==> src/rtl/crp_pkg.sv <==
package crp_pkg;

    localparam int CRP_MAX_CH = 16;
    localparam int CRP_IW     = 4;

    typedef logic [CRP_IW-1:0] idx_t;

    typedef enum logic [0:0] {
        SEQ_IDLE = 1'b0,
        SEQ_CONV = 1'b1
    } seq_st_t;

    typedef struct packed {
        logic fire;
        idx_t chan;
        idx_t slot;
    } done_ev_t;

    function automatic idx_t lowest_set(input logic [CRP_MAX_CH-1:0] m);
        idx_t r;
        r = '0;
        for (int i = CRP_MAX_CH - 1; i >= 0; i--) begin
            if (m[i]) r = idx_t'(i);
        end
        return r;
    endfunction

    function automatic idx_t count_minus_one(input logic [CRP_MAX_CH-1:0] m);
        int n;
        n = 0;
        for (int i = 0; i < CRP_MAX_CH; i++) begin
            n += int'(m[i]);
        end
        return idx_t'(n - 1);
    endfunction

endpackage

==> src/rtl/crp_edge.sv <==
module crp_edge #(
    parameter bit RISING  = 1'b1,
    parameter bit RST_VAL = 1'b0
) (
    input  logic clk,
    input  logic rst,
    input  logic d,
    output logic edge_o
);
    logic d_q;

    always_ff @(posedge clk) begin
        if (rst) d_q <= RST_VAL;
        else     d_q <= d;
    end

    generate
        if (RISING) begin : g_rise
            assign edge_o = d & ~d_q;
        end else begin : g_fall
            assign edge_o = ~d & d_q;
        end
    endgenerate
endmodule

==> src/rtl/crp_sequencer.sv <==
module crp_sequencer
    import crp_pkg::*;
#(
    parameter int NCH      = 4,
    parameter int CONV_CYC = 8,
    parameter int EOC_CYC  = 2
) (
    input  logic           clk,
    input  logic           rst,
    input  logic           start_edge,
    input  logic [NCH-1:0] ch_enable,
    output logic           launch,
    output done_ev_t       ev,
    output logic           busy,
    output logic           eoc_n,
    output idx_t           last_slot
);
    localparam int TW = (CONV_CYC > 1) ? $clog2(CONV_CYC) : 1;
    localparam int EW = $clog2(EOC_CYC + 1);
    localparam logic [TW-1:0] T_LOAD = TW'(CONV_CYC - 1);

    seq_st_t              st;
    logic [NCH-1:0]       rem;
    logic [TW-1:0]        timer;
    idx_t                 slot_cnt;
    logic [EW-1:0]        eoc_cnt;
    idx_t                 last_q;
    logic [CRP_MAX_CH-1:0] rem_w, en_w, rem_after;
    logic                 is_last;

    always_comb begin
        rem_w = '0;
        rem_w[NCH-1:0] = rem;
        en_w = '0;
        en_w[NCH-1:0] = ch_enable;
        ev.fire = (st == SEQ_CONV) && (timer == '0);
        ev.chan = lowest_set(rem_w);
        ev.slot = slot_cnt;
        rem_after = rem_w & ~(CRP_MAX_CH'(1) << ev.chan);
        is_last = (rem_after == '0);
    end

    assign launch    = (st == SEQ_IDLE) && start_edge && (|ch_enable);
    assign busy      = (st == SEQ_CONV);
    assign eoc_n     = (eoc_cnt == '0);
    assign last_slot = last_q;

    always_ff @(posedge clk) begin
        if (rst) begin
            st       <= SEQ_IDLE;
            rem      <= '0;
            timer    <= '0;
            slot_cnt <= '0;
            last_q   <= '0;
        end else if (launch) begin
            st       <= SEQ_CONV;
            rem      <= ch_enable;
            timer    <= T_LOAD;
            slot_cnt <= '0;
            last_q   <= count_minus_one(en_w);
        end else if (ev.fire) begin
            rem      <= rem_after[NCH-1:0];
            slot_cnt <= slot_cnt + idx_t'(1);
            timer    <= T_LOAD;
            if (is_last) st <= SEQ_IDLE;
        end else if (st == SEQ_CONV) begin
            timer <= timer - TW'(1);
        end
    end

    always_ff @(posedge clk) begin
        if (rst)               eoc_cnt <= '0;
        else if (ev.fire)      eoc_cnt <= EW'(EOC_CYC);
        else if (eoc_cnt != 0) eoc_cnt <= eoc_cnt - EW'(1);
    end
endmodule

==> src/rtl/crp_result_bank.sv <==
module crp_result_bank
    import crp_pkg::*;
#(
    parameter int NCH        = 4,
    parameter int W          = 12,
    parameter bit FIRST_INIT = 1'b0
) (
    input  logic           clk,
    input  logic           rst,
    input  logic           launch,
    input  logic [NCH*W-1:0] sample_in,
    input  done_ev_t       ev,
    input  logic           rd_end,
    input  idx_t           last_slot,
    output logic [W-1:0]   dout,
    output logic           first_data
);
    logic [W-1:0] lane [NCH];
    logic [W-1:0] hold [NCH];
    logic [W-1:0] slot [NCH];
    logic [W-1:0] hold_sel;
    idx_t         ptr;
    logic         first_q;

    generate
        for (genvar g = 0; g < NCH; g++) begin : g_lane
            assign lane[g] = sample_in[g*W +: W];
        end
    endgenerate

    always_comb begin
        hold_sel = '0;
        dout     = '0;
        for (int i = 0; i < NCH; i++) begin
            if (ev.chan == idx_t'(i)) hold_sel = hold[i];
            if (ptr == idx_t'(i))     dout     = slot[i];
        end
    end

    always_ff @(posedge clk) begin
        if (rst) begin
            for (int i = 0; i < NCH; i++) begin
                hold[i] <= '0;
                slot[i] <= '0;
            end
            ptr     <= '0;
            first_q <= FIRST_INIT;
        end else begin
            if (launch) begin
                for (int i = 0; i < NCH; i++) hold[i] <= lane[i];
            end
            if (ev.fire) begin
                for (int i = 0; i < NCH; i++) begin
                    if (ev.slot == idx_t'(i)) slot[i] <= hold_sel;
                end
                ptr     <= ev.slot;
                first_q <= (ev.slot == '0);
            end else if (rd_end && (ptr == last_slot)) begin
                ptr     <= '0;
                first_q <= 1'b1;
            end
        end
    end

    assign first_data = first_q;
endmodule

==> src/rtl/conv_result_ptr.sv <==
module conv_result_ptr
    import crp_pkg::*;
#(
    parameter int NCH        = 4,
    parameter int W          = 12,
    parameter int CONV_CYC   = 8,
    parameter int EOC_CYC    = 2,
    parameter bit FIRST_INIT = 1'b0
) (
    input  logic             clk,
    input  logic             rst,
    input  logic             conv_start,
    input  logic [NCH-1:0]   ch_enable,
    input  logic [NCH*W-1:0] sample_in,
    input  logic             cs_n,
    input  logic             rd_n,
    output logic [W-1:0]     dout,
    output logic             dout_oe,
    output logic             busy,
    output logic             eoc_n,
    output logic             first_data
);
    logic     start_edge;
    logic     rd_active;
    logic     rd_end;
    logic     launch;
    done_ev_t ev;
    idx_t     last_slot;

    assign rd_active = ~cs_n & ~rd_n;
    assign dout_oe   = rd_active;

    crp_edge #(.RISING(1'b1), .RST_VAL(1'b0)) i_start_edge (
        .clk(clk), .rst(rst), .d(conv_start), .edge_o(start_edge)
    );

    crp_edge #(.RISING(1'b0), .RST_VAL(1'b0)) i_read_edge (
        .clk(clk), .rst(rst), .d(rd_active), .edge_o(rd_end)
    );

    crp_sequencer #(.NCH(NCH), .CONV_CYC(CONV_CYC), .EOC_CYC(EOC_CYC)) i_seq (
        .clk(clk), .rst(rst), .start_edge(start_edge), .ch_enable(ch_enable),
        .launch(launch), .ev(ev), .busy(busy), .eoc_n(eoc_n), .last_slot(last_slot)
    );

    crp_result_bank #(.NCH(NCH), .W(W), .FIRST_INIT(FIRST_INIT)) i_bank (
        .clk(clk), .rst(rst), .launch(launch), .sample_in(sample_in), .ev(ev),
        .rd_end(rd_end), .last_slot(last_slot), .dout(dout), .first_data(first_data)
    );
endmodule

==> config.mk <==
export PLATFORM = sky130hd
export DESIGN_NAME = conv_result_ptr
export DESIGN_NICKNAME = d
export VERILOG_FILES = /design/src/rtl/crp_pkg.sv /design/src/rtl/crp_edge.sv /design/src/rtl/crp_sequencer.sv /design/src/rtl/crp_result_bank.sv /design/src/rtl/conv_result_ptr.sv
export SDC_FILE = /design/constraint.sdc
export NUM_CORES = 1
export LEC_CHECK = 0
export ABC_AREA = 1
export BUFFER_PORTS_ARGS = -buffer_cell sky130_fd_sc_hd__clkbuf_2
export CAP_MARGIN = 30
export CORE_MARGIN = 2
export CORE_UTILIZATION = 45
export CTS_BUF_LIST = sky130_fd_sc_hd__clkbuf_8
export DETAILED_ROUTE_END_ITERATION = 10
export PLACE_DENSITY_LB_ADDON = 0.12
export SYNTH_ARGS = -nofsm -noshare
export SYNTH_HDL_FRONTEND = slang
export SYNTH_SLANG_ARGS = --single-unit
==> constraint.sdc <==
create_clock -name clk -period 4.25 [get_ports clk]
set_clock_uncertainty 0.1 [all_clocks]
set_input_delay 0.2125 -clock clk [delete_from_list [all_inputs] [get_ports clk]]
set_output_delay 0.2125 -clock clk [all_outputs]
set_load 0.1 [all_outputs]
==> results.txt <==
Avg WL per Cell -> 13.7 um
post-layout min period -> 3140 ps
asr flop ratio synth -> 0
Worst Setup Start Kind -> flip-flop
Vias -> 4,104
share of post-route cells with drive strength above 1 -> 0.173
RD Place Congestion -> 0.830
ANT cells -> 0
global-route wire length before repair -> 19,000 um
core footprint -> 12,000 um2
Main synth FF type -> edfxtp_1
syn avg cell area -> 9.65 um2
worst rel slew slack -> 0.359
Rows -> 40
Hold EP -> i_bank.hold[3][3]
DP Wirelength -> 7760 um
R2R Setup Slk -> 1690 ps
Fin. Hold Viols -> 0
crit-path cells -> nor2_1, nand3_1, o2111ai_1, clkbuf_2
DR DRC count -> 0
Starting DRT DRC Count -> 245
chip width -> 115 um
Ys Warns -> 0
Mapped Area -> 5540 um2
final setup vio count -> 0
H-tree levels -> 4
die height -> 115 um
hold depth -> 3
Ports -> 73
fin crit share -> 0.740
CTS Sinks -> 121
largest net degree at the start of global routing -> 50
PwrDens -> 416 nW/um2
Worst-path clk slew -> 70 ps
DRT antenna net count -> 0
overall power -> 2.87 mW
TritonCTS clock tree -> done
Total GRT Usage -> 0.187
critical path's largest stage delay -> 590 ps
R2R depth -> 6
EDFF count, synth -> 96
Setup crit end kind -> primary output
Synth area leader -> edfxtp_1
grt ovf -> 0
drt first pass iters -> 5
vias per cell -> 4.81
run status -> finished, final reports clean
slowest stage cell, crit path -> nand3_1
final core occ -> 0.574
post-synth top area share -> 0.521
number of global-route vias before repair -> 3,924
Starting Density -> 0.461
TritonCTS Buffers -> 17
cts repair resizes -> 0
initial antenna violation count -> 0
cells after synthesis -> 574
max frequency -> 0.318 GHz
unrepaired setup endpoints after global routing -> no
main area contributors after synthesis -> edfxtp_1 52%, dfxtp_1 9.0%, nor2_1 7.9%, nand3_1 6.7%, inv_1 6.2%
worst path required time -> 3940 ps
max-slew violation count -> 0
Critical R2R Capture -> i_bank.slot[2][11]
Netlist cell types -> 25
Max-cap violations -> 0
total die area -> 13,200 um2
RR Startpoint -> i_seq.timer[0]
Root Driver -> clkbuf_8
Seq/Total Area, Yosys -> 0.611
clk_lat worst skew -> 420 ps
Yosys reg bits -> 121
Worst-Margin Slew -> 958 ps
Fin Setup TNS -> 0 ps
IO buf count -> 72
Max clock buf depth -> 2
WS Path Type -> reg2out
Nets -> 763
leakage power -> 2.97 nW
Hold Path Origin -> sample_in[39]
syn_nets -> 644
Worst Hold Class -> in2reg
area grow syn2layout -> 24.5%
postcts setup bufs -> 0
Routed WL -> 11,700 um
Max VDD drop -> 0.138 mV
Arrival @ worst endpoint -> 2830 ps
Crit Path Max Fanout -> 13
worst max path at each step:
| stage | to | from | slack, ps |
|---|---|---|---|
| floorplan | i_bank.slot[3][0] | i_seq.busy | 1130 |
| global placement | dout[9] | i_bank.ptr[3] | 1670 |
| detailed placement | dout[5] | i_bank.ptr[3] | 1530 |
| CTS | dout[5] | i_bank.ptr[3] | 1070 |
| global route | dout[9] | i_bank.ptr[3] | 890 |
| finish | dout[3] | i_bank.ptr[3] | 1110 |
registers in the layout, indices dropped and copies added, names as in the netlist:
name,flops
i_seq.slot_cnt,4
i_seq.last_slot,4
i_seq.busy,1
i_start_edge.d_q,1
i_bank.first_data,1
i_seq.eoc_cnt,2
i_seq.rem,4
i_seq.timer,3
i_read_edge.d_q,1
i_bank.ptr,4
i_bank.slot,48
i_bank.hold,48
layout make-up:
cell class	count	area (um2)
clock buffer	17	234
tap	147	184
multi-input combinational	333	1670
clock inverter	15	160
timing repair buffer	128	918
inverter	92	345
fill	1039	5110
sequential	121	3380
critical path, delay by kind of cell (launching register included):
family          cells  cell delay [ps]
simple gates        2             1170
buf+inv             1              500
compound gates      1              400
flops               1              350
power by group:
part           internal (mW)  total (mW)  switching [mW]  leakage, nW
clock                  0.569        1.02           0.448        0.195
sequential              1.36        1.39          0.0283         1.22
combinational          0.136       0.461           0.324         1.56
total                   2.07        2.87           0.800         2.97
layer usage:
| metal | vias to the layer above | routed length (um) | global-route usage |
|---|---|---|---|
| met5 | - | 0 | 0 |
| met4 | 0 | 136 | 0.0618 |
| met3 | 11 | 487 | 0.0448 |
| met2 | 91 | 5360 | 0.291 |
| met1 | 1863 | 5690 | 0.259 |
| li1 | 2139 | - | - |
synthesized netlist by cell type (4+ instances only):
cell and count:
a21oi_1 15, a21oi_2 10, buf_2 19, clkbuf_1 6, dfxtp_1 25, edfxtp_1 96
ha_1 12, inv_1 92, nand2_1 58, nand3_1 74, nand4_1 5, nor2_1 117
nor3_1 4, o2111ai_1 12, o21ai_0 14
cell families after synthesis:
logic type | count (synthesis) | synth area share
AOI/OAI and AO/OA | 55 | 0.0655
buffers and inverters | 120 | 0.0877
adders and majority gates | 13 | 0.0307
xor gates and xnor gates | 4 | 0.00633
and+or+nand+nor | 261 | 0.199
DFF | 121 | 0.611
layout by cell type, fill, tap and decap left out, types with 14 or more instances in the layout:
cell type	count
nand2_1	57
clkbuf_8	17
clkbuf_2	72
inv_1	93
o21ai_0	14
nand3_1	74
a21oi_1	15
dlygate4sd3_1	47
nor2_1	117
edfxtp_1	96
dfxtp_1	25
per-stage QoR:
step                std cells  instance area (um2)  setup slack [ps]  hold slack, ps
floorplan                 574                 5540              1130             184
global placement          773                 6000              1670             299
detailed placement        774                 6030              1530             310
CTS                       853                 6900              1070            2.07
global route              853                 6900               894            27.3
finish                    853                 6900              1110            27.2
what timing repair did:
item	CTS	global route
endpoints found under the setup margin	0	0
endpoints found under the hold margin	48	0
hold buffers	47	0
Power figures use the tool's default switching activity.
